File: config.mk
export PLATFORM = sky130hd
export DESIGN_NAME = dram_wr_ctrl
export DESIGN_NICKNAME = d
export VERILOG_FILES = /design/src/rtl/dram_wr_pkg.sv /design/src/rtl/dram_ptr_unit.sv /design/src/rtl/dram_sub_unit.sv /design/src/rtl/dram_wr_ctrl.sv
export SDC_FILE = /design/constraint.sdc
export NUM_CORES = 1
export LEC_CHECK = 0
export BUFFER_PORTS_ARGS = -buffer_cell sky130_fd_sc_hd__buf_2
export CAP_MARGIN = 20
export CORE_MARGIN = 2
export CORE_UTILIZATION = 51
export DETAILED_ROUTE_END_ITERATION = 10
export GPL_TIMING_DRIVEN = 0
export PLACE_DENSITY = 0.77
export SETUP_SLACK_MARGIN = 0.1
export SYNTH_ARGS = -nofsm -noshare
export SYNTH_HDL_FRONTEND = slang
export SYNTH_SLANG_ARGS = --single-unit
File: constraint.sdc
create_clock -name clk -period 2.9 [get_ports clk]
set_input_delay 0.145 -clock clk [delete_from_list [all_inputs] [get_ports clk]]
set_output_delay 0.145 -clock clk [all_outputs]
set_load 0.01 [all_outputs]
File: src/rtl/dram_wr_pkg.sv
package dram_wr_pkg;
    typedef enum logic [1:0] {
        MODE_STATIC = 2'd0,
        MODE_MUX2   = 2'd1,
        MODE_MUX3   = 2'd2,
        MODE_MUX4   = 2'd3
    } drive_mode_e;

    typedef enum logic {
        PTR_UNSET = 1'b0,
        PTR_ARMED = 1'b1
    } ptr_state_e;

    localparam int STEP_W = 4;

    function automatic logic [STEP_W-1:0] mode_step(input logic [1:0] mode);
        logic [STEP_W-1:0] s;
        unique case (drive_mode_e'(mode))
            MODE_STATIC: s = 4'd8;
            MODE_MUX2:   s = 4'd4;
            MODE_MUX3:   s = 4'd3;
            MODE_MUX4:   s = 4'd2;
            default:     s = 4'd2;
        endcase
        return s;
    endfunction
endpackage

File: src/rtl/dram_ptr_unit.sv
module dram_ptr_unit
    import dram_wr_pkg::*;
#(
    parameter int PTR_W = 7
) (
    input  logic              clk,
    input  logic              rst_n,
    input  logic              load_en,
    input  logic [PTR_W-1:0]  load_val,
    input  logic              adv_en,
    input  logic [STEP_W-1:0] step,
    output logic [PTR_W-1:0]  ptr,
    output logic              wrap
);
    logic [PTR_W:0] sum;

    always_comb begin
        sum  = {1'b0, ptr} + {{(PTR_W+1-STEP_W){1'b0}}, step};
        wrap = adv_en && sum[PTR_W];
    end

    always_ff @(posedge clk) begin
        if (!rst_n) begin
            ptr <= '0;
        end else if (load_en) begin
            ptr <= load_val;
        end else if (adv_en) begin
            ptr <= sum[PTR_W-1:0];
        end
    end

    // an advance always moves the pointer
    a_r3_ptr_moves: assert property (@(posedge clk) disable iff (!rst_n)
        adv_en && !load_en |=> ptr != $past(ptr));
    // a load puts the commanded value in place
    a_r2_ptr_loads: assert property (@(posedge clk) disable iff (!rst_n)
        load_en |=> ptr == $past(load_val));
endmodule

File: src/rtl/dram_sub_unit.sv
module dram_sub_unit #(
    parameter int SUB_W = 3
) (
    input  logic             clk,
    input  logic             rst_n,
    input  logic             sel_en,
    input  logic [SUB_W-1:0] sel_val,
    input  logic             inc_en,
    input  logic [SUB_W-1:0] hw_addr,
    output logic             match
);
    logic [SUB_W-1:0] sub_cnt;

    always_ff @(posedge clk) begin
        if (!rst_n) begin
            sub_cnt <= '0;
        end else if (sel_en) begin
            sub_cnt <= sel_val;
        end else if (inc_en) begin
            sub_cnt <= sub_cnt + 1'b1;
        end
    end

    assign match = (sub_cnt == hw_addr);

    // the counter holds without a select or a wrap
    a_r10_sub_holds: assert property (@(posedge clk) disable iff (!rst_n)
        !sel_en && !inc_en |=> $stable(sub_cnt));
    // a pointer wrap always moves the counter
    a_r6_sub_steps: assert property (@(posedge clk) disable iff (!rst_n)
        inc_en && !sel_en |=> sub_cnt != $past(sub_cnt));
endmodule

File: src/rtl/dram_wr_ctrl.sv
module dram_wr_ctrl
    import dram_wr_pkg::*;
#(
    parameter int DATA_W = 8,
    parameter int SUB_W  = 3
) (
    input  logic              clk,
    input  logic              rst_n,
    input  logic [DATA_W-1:0] in_byte,
    input  logic              cmd_valid,
    input  logic              data_valid,
    input  logic              xfer_abort,
    input  logic [1:0]        drive_mode,
    input  logic [SUB_W-1:0]  hw_subaddr,
    output logic              ram_we,
    output logic [DATA_W-2:0] ram_addr,
    output logic [DATA_W-1:0] ram_data
);
    localparam int PTR_W = DATA_W - 1;
    localparam int TAG_W = DATA_W - SUB_W;
    localparam logic [TAG_W-1:0] SEL_TAG = TAG_W'(5'b01100);

    ptr_state_e state_q, state_d;
    logic       is_load, is_sel, adv_en, wr_en, wrap, sub_match;
    logic [PTR_W-1:0] ptr;

    always_comb begin
        is_load = cmd_valid && !xfer_abort && in_byte[DATA_W-1];
        is_sel  = cmd_valid && !xfer_abort && (in_byte[DATA_W-1:SUB_W] == SEL_TAG);
        adv_en  = data_valid && !cmd_valid && !xfer_abort && (state_q == PTR_ARMED);
        wr_en   = adv_en && sub_match;
    end

    dram_ptr_unit #(.PTR_W(PTR_W)) u_ptr (
        .clk      (clk),
        .rst_n    (rst_n),
        .load_en  (is_load),
        .load_val (in_byte[PTR_W-1:0]),
        .adv_en   (adv_en),
        .step     (mode_step(drive_mode)),
        .ptr      (ptr),
        .wrap     (wrap)
    );

    dram_sub_unit #(.SUB_W(SUB_W)) u_sub (
        .clk     (clk),
        .rst_n   (rst_n),
        .sel_en  (is_sel),
        .sel_val (in_byte[SUB_W-1:0]),
        .inc_en  (wrap),
        .hw_addr (hw_subaddr),
        .match   (sub_match)
    );

    // next state
    always_comb begin
        state_d = state_q;
        unique case (state_q)
            PTR_UNSET: if (xfer_abort) state_d = PTR_UNSET;
                       else if (is_load) state_d = PTR_ARMED;
            PTR_ARMED: if (xfer_abort) state_d = PTR_UNSET;
            default:   state_d = PTR_UNSET;
        endcase
    end

    // state register
    always_ff @(posedge clk) begin
        if (!rst_n) state_q <= PTR_UNSET;
        else        state_q <= state_d;
    end

    // outputs
    always_ff @(posedge clk) begin
        if (!rst_n) begin
            ram_we   <= 1'b0;
            ram_addr <= '0;
            ram_data <= '0;
        end else begin
            ram_we <= wr_en;
            if (adv_en) begin
                ram_addr <= ptr;
                ram_data <= in_byte;
            end
        end
    end

    // an abort blocks the write in the following cycle
    a_r7_abort_blocks: assert property (@(posedge clk) disable iff (!rst_n)
        xfer_abort |=> !ram_we);
    // a write enable follows a data strobe
    a_r8_we_from_data: assert property (@(posedge clk) disable iff (!rst_n)
        ram_we |-> $past(data_valid) && !$past(cmd_valid));
    // a write needs a subaddress match
    a_r5_we_needs_match: assert property (@(posedge clk) disable iff (!rst_n)
        ram_we |-> $past(sub_match));
    // no write while the pointer is unset
    a_r7_unset_no_write: assert property (@(posedge clk) disable iff (!rst_n)
        $past(state_q) == PTR_UNSET |-> !ram_we);
endmodule

Word-level counts from Yosys, hierarchy flattened
Cells that the tools add are included.
- register bits: 27
- output and inout bits: 16
- memories: 0
- RAM bits: 0
- ROM bits: 0
- bits in latches: 0
- word-level logic and storage cells: 36
- reductions and logical operators: 13
- eq/ne operators: 5
- shift-type cells: 0
- div/mod/pow operators: 0
- add/sub/neg operators: 2
- $lt $le $gt $ge: 0
- $mul: 0
- bitwise logic cells: 1
- muxes and demuxes: 9
- operators with widths (kind ; count):
    case mux 4 bit (4 select lines) ; 1
    2-to-1 mux 7 bit ; 2
    adder 7 x 4 -> 8 bit ; 1
    logical AND 1 bit ; 8
    2-to-1 mux 3 bit ; 2
    equality test 5 x 4 -> 1 bit, second input constant ; 1
    equality test 2 bit, second input constant ; 2
    nonzero test 2 bit ; 2
    adder 3 x 1 -> 3 bit, second input constant ; 1
    equality test 3 bit ; 1
    2-to-1 mux 1 bit ; 3
    equality test 2 x 1 -> 1 bit, second input constant ; 1
    logical NOT 1 bit ; 2
    logical NOT 2 bit ; 1
    case mux 1 bit (2 select lines) ; 1
    inverter 1 bit ; 1

Longest topological paths before layout
- depth after elaboration: 7
- mapped depth: 9
- gate-level depth less buffers: 9

By module
From an unflattened synthesis, not the netlist that was laid out.
- cells, all modules: 163
- area total of the unflattened synthesis: 1476.4 sq um
- modules (own cells, without submodules) (module ; instances ; area each (sq um) ; cells an instance):
    dram_wr_ctrl ; 1 ; 723.2 ; 78
    dram_ptr_unit ; 1 ; 555.5 ; 66
    dram_sub_unit ; 1 ; 197.7 ; 19

Least setup slack after synthesis
Ideal clock, no wire load.
- path type: reg-to-reg
- start: register u_ptr.ptr[1]
- end: register u_sub.sub_cnt[1]
- cell stages (with the launch flop): 6
- setup time: 119 ps
- arrival: 1548 ps
- setup slack: 1233 ps
- period minus slack after synthesis: 1667 ps
- required time: 2781 ps
- cells stage by stage: dfxtp_1 ha_1 a211o_1 a21oi_1 o31ai_1 o221a_1
- cells in the longest elaborated chain, start to end: 3
- ends and longest elaborated chain (what ; line ; source):
    start, declared ; dram_ptr_unit.sv:12 ; output logic [PTR_W-1:0] ptr,
    start signal, assigned ; dram_ptr_unit.sv:26 ; ptr <= load_val;
    start signal, assigned ; dram_ptr_unit.sv:28 ; ptr <= sum[PTR_W-1:0];
    adder 7 x 4 -> 8 bit ; dram_ptr_unit.sv:18 ; sum = {1'b0, ptr} + {{(PTR_W+1-STEP_W){1'b0}}, step};
    logical AND 1 bit ; dram_ptr_unit.sv:19 ; wrap = adv_en && sum[PTR_W];
    nonzero test 2 bit (no line) ; n/a ;
    end signal, assigned ; dram_sub_unit.sv:18 ; sub_cnt <= sel_val;
    end signal, assigned ; dram_sub_unit.sv:20 ; sub_cnt <= sub_cnt + 1'b1;
    end, declared ; dram_sub_unit.sv:12 ; logic [SUB_W-1:0] sub_cnt;
Every way passes these cells.
A chain may end at the register's enable or synchronous reset.

Final worst setup path
Ends and elaborated chain as after synthesis.

==> impl_metrics.py <==
metrics = {
    "run_status": {
        "status": "completed",
    },
    "setup_path": {
        "critical-path-max-stage-delay_ns": 0.46,
        "r2r_slack_ns": 0.94,
        "reg2reg_depth": 5,
        "end_kind": "register",
        "critPathMaxFanout": 8,
        "crit_chain": "ha_1 -> a211o_1 -> a21oi_1 -> o31ai_1 -> o221a_1",
        "critPathRequiredTime_ns": 3.14,
        "critPathKind": "register to register",
        "critPathArrivalTime_ns": 2.20,
        "r2r-end": "u_sub.sub_cnt[1]",
        "cp_slowest_cell": "a21oi_1",
        "r2r_start": "u_ptr.ptr[1]",
        "cp_num_buf_inv": 0,
        "cp-start-kind": "register",
        "crit_family": "compound AO/OA/AOI/OAI gates",
    },
    "cts": {
        "cts-root-buf": "clkbuf_4",
        "ctsHoldBuffers": 0,
        "cts_buffers": 3,
        "clock_sinks": 27,
        "clk_pin_slew_ns": 0.16,
        "post_cts_buffers": 0,
        "cts_buffer_depth": 2,
        "htreeDepth": 1,
        "ctsResizeCount": 0,
        "insertion_delay_ns": 0.33,
        "cts_tree": "built",
    },
    "timing": {
        "tns_ns": 0,
        "setup_viol": 0,
        "finalCriticalPeriod_ns": 1.96,
        "clock_skew_ns": 0.00792,
        "fmax_ghz": 0.510,
        "finalHoldViolCount": 0,
        "rsz0062_at_grt": "no",
        "period_share": 0.677,
        "max_slew_margin": 0.630,
        "tightest_slew_ns": 0.554,
        "slew_violations": 0,
    },
    "layout": {
        "diodes": 0,
        "area_growth_pct": 17.9,
        "final_cell_mix": "buf_2, nand2_1, dfxtp_1",
        "drive_gt1_frac": 0.223,
        "finish.instance_area_um2": 1530,
        "layout_commonest_cell": "buf_2",
        "nets": 218,
    },
    "yosys": {
        "synth_edf_count": 0,
        "synth_top_area_cell": "dfxtp_1",
        "ys_dominant_reg_cell": "dfxtp_1",
        "ys_types": 41,
        "synth-seq-cells": 27,
        "syn_nets": 180,
        "synth-seq-area-share": 0.415,
        "synth_top_area_share": 0.415,
        "syn_area_um2": 1300,
        "synthTopCellsByArea": "dfxtp_1, nand2_1, a21oi_1, ha_1, o21ai_0",
        "ys_warn_count": 0,
        "syn_avg_cell_area_um2": 8.34,
        "syn-instance-count": 156,
        "async_flop_share": 0,
    },
    "global_routing": {
        "grt_pass1_wl_um": 4960,
        "grt_use_total": 0.236,
        "grt_pass1_vias": 1143,
        "grt_max_degree": 17,
        "grt_overflow": 0,
        "antenna_found_initial": 0,
    },
    "pwr": {
        "intPower_w": 0.000456,
        "combPwrFrac": 0.100,
        "powerDensity_nw_per_um2": 400,
        "p_clk_frac": 0.278,
        "p_sw_w": 0.000158,
        "ir_worst_vdd_mv": 0.390,
        "p_leak_nw": 0.643,
        "pwr-share-seq": 0.622,
        "p_total_w": 0.000613,
        "swShare": 0.257,
    },
    "detailed_routing": {
        "drc": 0,
        "num_vias": 1244,
        "routedWlPerCell_um": 14.2,
        "wl_um": 3160,
        "drt_pass1_iterations": 4,
        "vias_per_cell": 5.58,
        "drt_iter0_markers": 35,
        "detail-route-antenna-nets": 0,
    },
    "floorplan": {
        "die_y_um": 54.5,
        "die-width_um": 54.5,
        "dieArea_um2": 2970,
        "ios": 34,
        "row_count": 18,
        "start_util": 0.530,
        "core_um2": 2450,
    },
    "run": {
        "cap_viol_max_count": 0,
    },
    "hold_path": {
        "hold_start": "in_byte[4]",
        "holdPathEnd": "ram_data[4]",
        "min_path_cells": 3,
        "hold_path_class": "input pin to register",
    },
    "placed_design": {
        "place_area_um2": 1500,
        "hpwlAfterDp_um": 2490,
        "io_buffers": 33,
        "gp_congestion": 0.859,
    },
}
[power by group through the flow]
stage	clock network, W	registers, W	logic, W
global placement	0	0.000389	0.0000583
CTS	0.000174	0.000381	0.0000612
finish	0.000171	0.000382	0.0000612
global route	0.000184	0.000383	0.0000676
detailed placement	0	0.000389	0.0000606
floorplan	0	0.000388	0.0000329
[tightest hold or removal path, stage by stage]
cell     delay (ns)
buf_2          0.12
nand2_1        0.05
a21oi_1        0.05
[synth_stat cells, types with 2 or more instances]
master    number
a221oi_1       2
a22oi_1        3
a21oi_1       19
a211o_1        2
nor3_1         2
nand2_1       31
a31oi_1        4
o31ai_1        2
xnor2_1        2
o21ai_0        6
dfxtp_1       27
a211oi_1       2
clkbuf_1       5
buf_2          2
inv_1          4
or3_1          3
nor2_1         8
o21a_1         3
nor2b_1        3
ha_1           5
[worst max-delay path by stage]
stage | start | slack, ns | end | cells after the start
after detailed placement | u_ptr.ptr[1] | 1.0 | u_sub.sub_cnt[1] | 5
after global routing | u_ptr.ptr[1] | 0.78 | u_sub.sub_cnt[0] | 5
after CTS | u_ptr.ptr[1] | 0.96 | u_sub.sub_cnt[1] | 5
final | u_ptr.ptr[1] | 0.94 | u_sub.sub_cnt[1] | 5
after global placement | u_ptr.ptr[1] | 1.05 | u_sub.sub_cnt[1] | 5
after floorplan | u_ptr.ptr[1] | 1.23 | u_sub.sub_cnt[1] | 5
[through the flow]
stage	instances	worst slack (ns)	utilization	hold WS (ns)
global placement	219	1.05	0.613	0.413
global route	223	0.776	0.625	0.0473
finish	223	0.938	0.625	0.0553
CTS	223	0.958	0.625	0.0513
floorplan	156	1.23	-	0.281
detailed placement	219	1.00	0.613	0.424
[cells by family (layout without fill, tap and decap cells)]
| kind of cell | after synthesis | in the layout | synth area share |
|---|---|---|---|
| XOR/XNOR | 3 | 3 | 0.0202 |
| AND/OR/NAND/NOR | 59 | 59 | 0.227 |
| buffers and inverters | 14 | 51 | 0.0452 |
| flip-flops | 27 | 27 | 0.415 |
| adder cells (fa/ha/maj) | 6 | 6 | 0.0635 |
| AO/OA/AOI/OAI | 47 | 47 | 0.229 |
[cell type report]
| class | instances | area (um^2) |
|---|---|---|
| Buffer | 8 | 36.3 |
| Clock buffer | 3 | 22.5 |
| Clock inverter | 1 | 7.51 |
| Fill cell | 226 | 921 |
| Inverter | 6 | 22.5 |
| Multi-Input combinational cell | 115 | 702 |
| Sequential cell | 27 | 541 |
| Tap cell | 30 | 37.5 |
| Timing Repair Buffer | 33 | 165 |
[state kept, by name, summed over array words and instances (netlist names)]
name           count
u_ptr.ptr          7
u_sub.sub_cnt      3
ram_addr           7
state_q            1
ram_data           8
ram_we             1
[layer usage]
| metal | vias up | share of wire | global-route usage |
|---|---|---|---|
| li1 | 626 | - | - |
| met1 | 581 | 0.45 | 0.294 |
| met2 | 33 | 0.51 | 0.400 |
| met3 | 4 | 0.036 | 0.0328 |
| met4 | 0 | 0.0098 | 0.108 |
| met5 | - | 0 | 0 |
(Power assumes the default switching activity.)
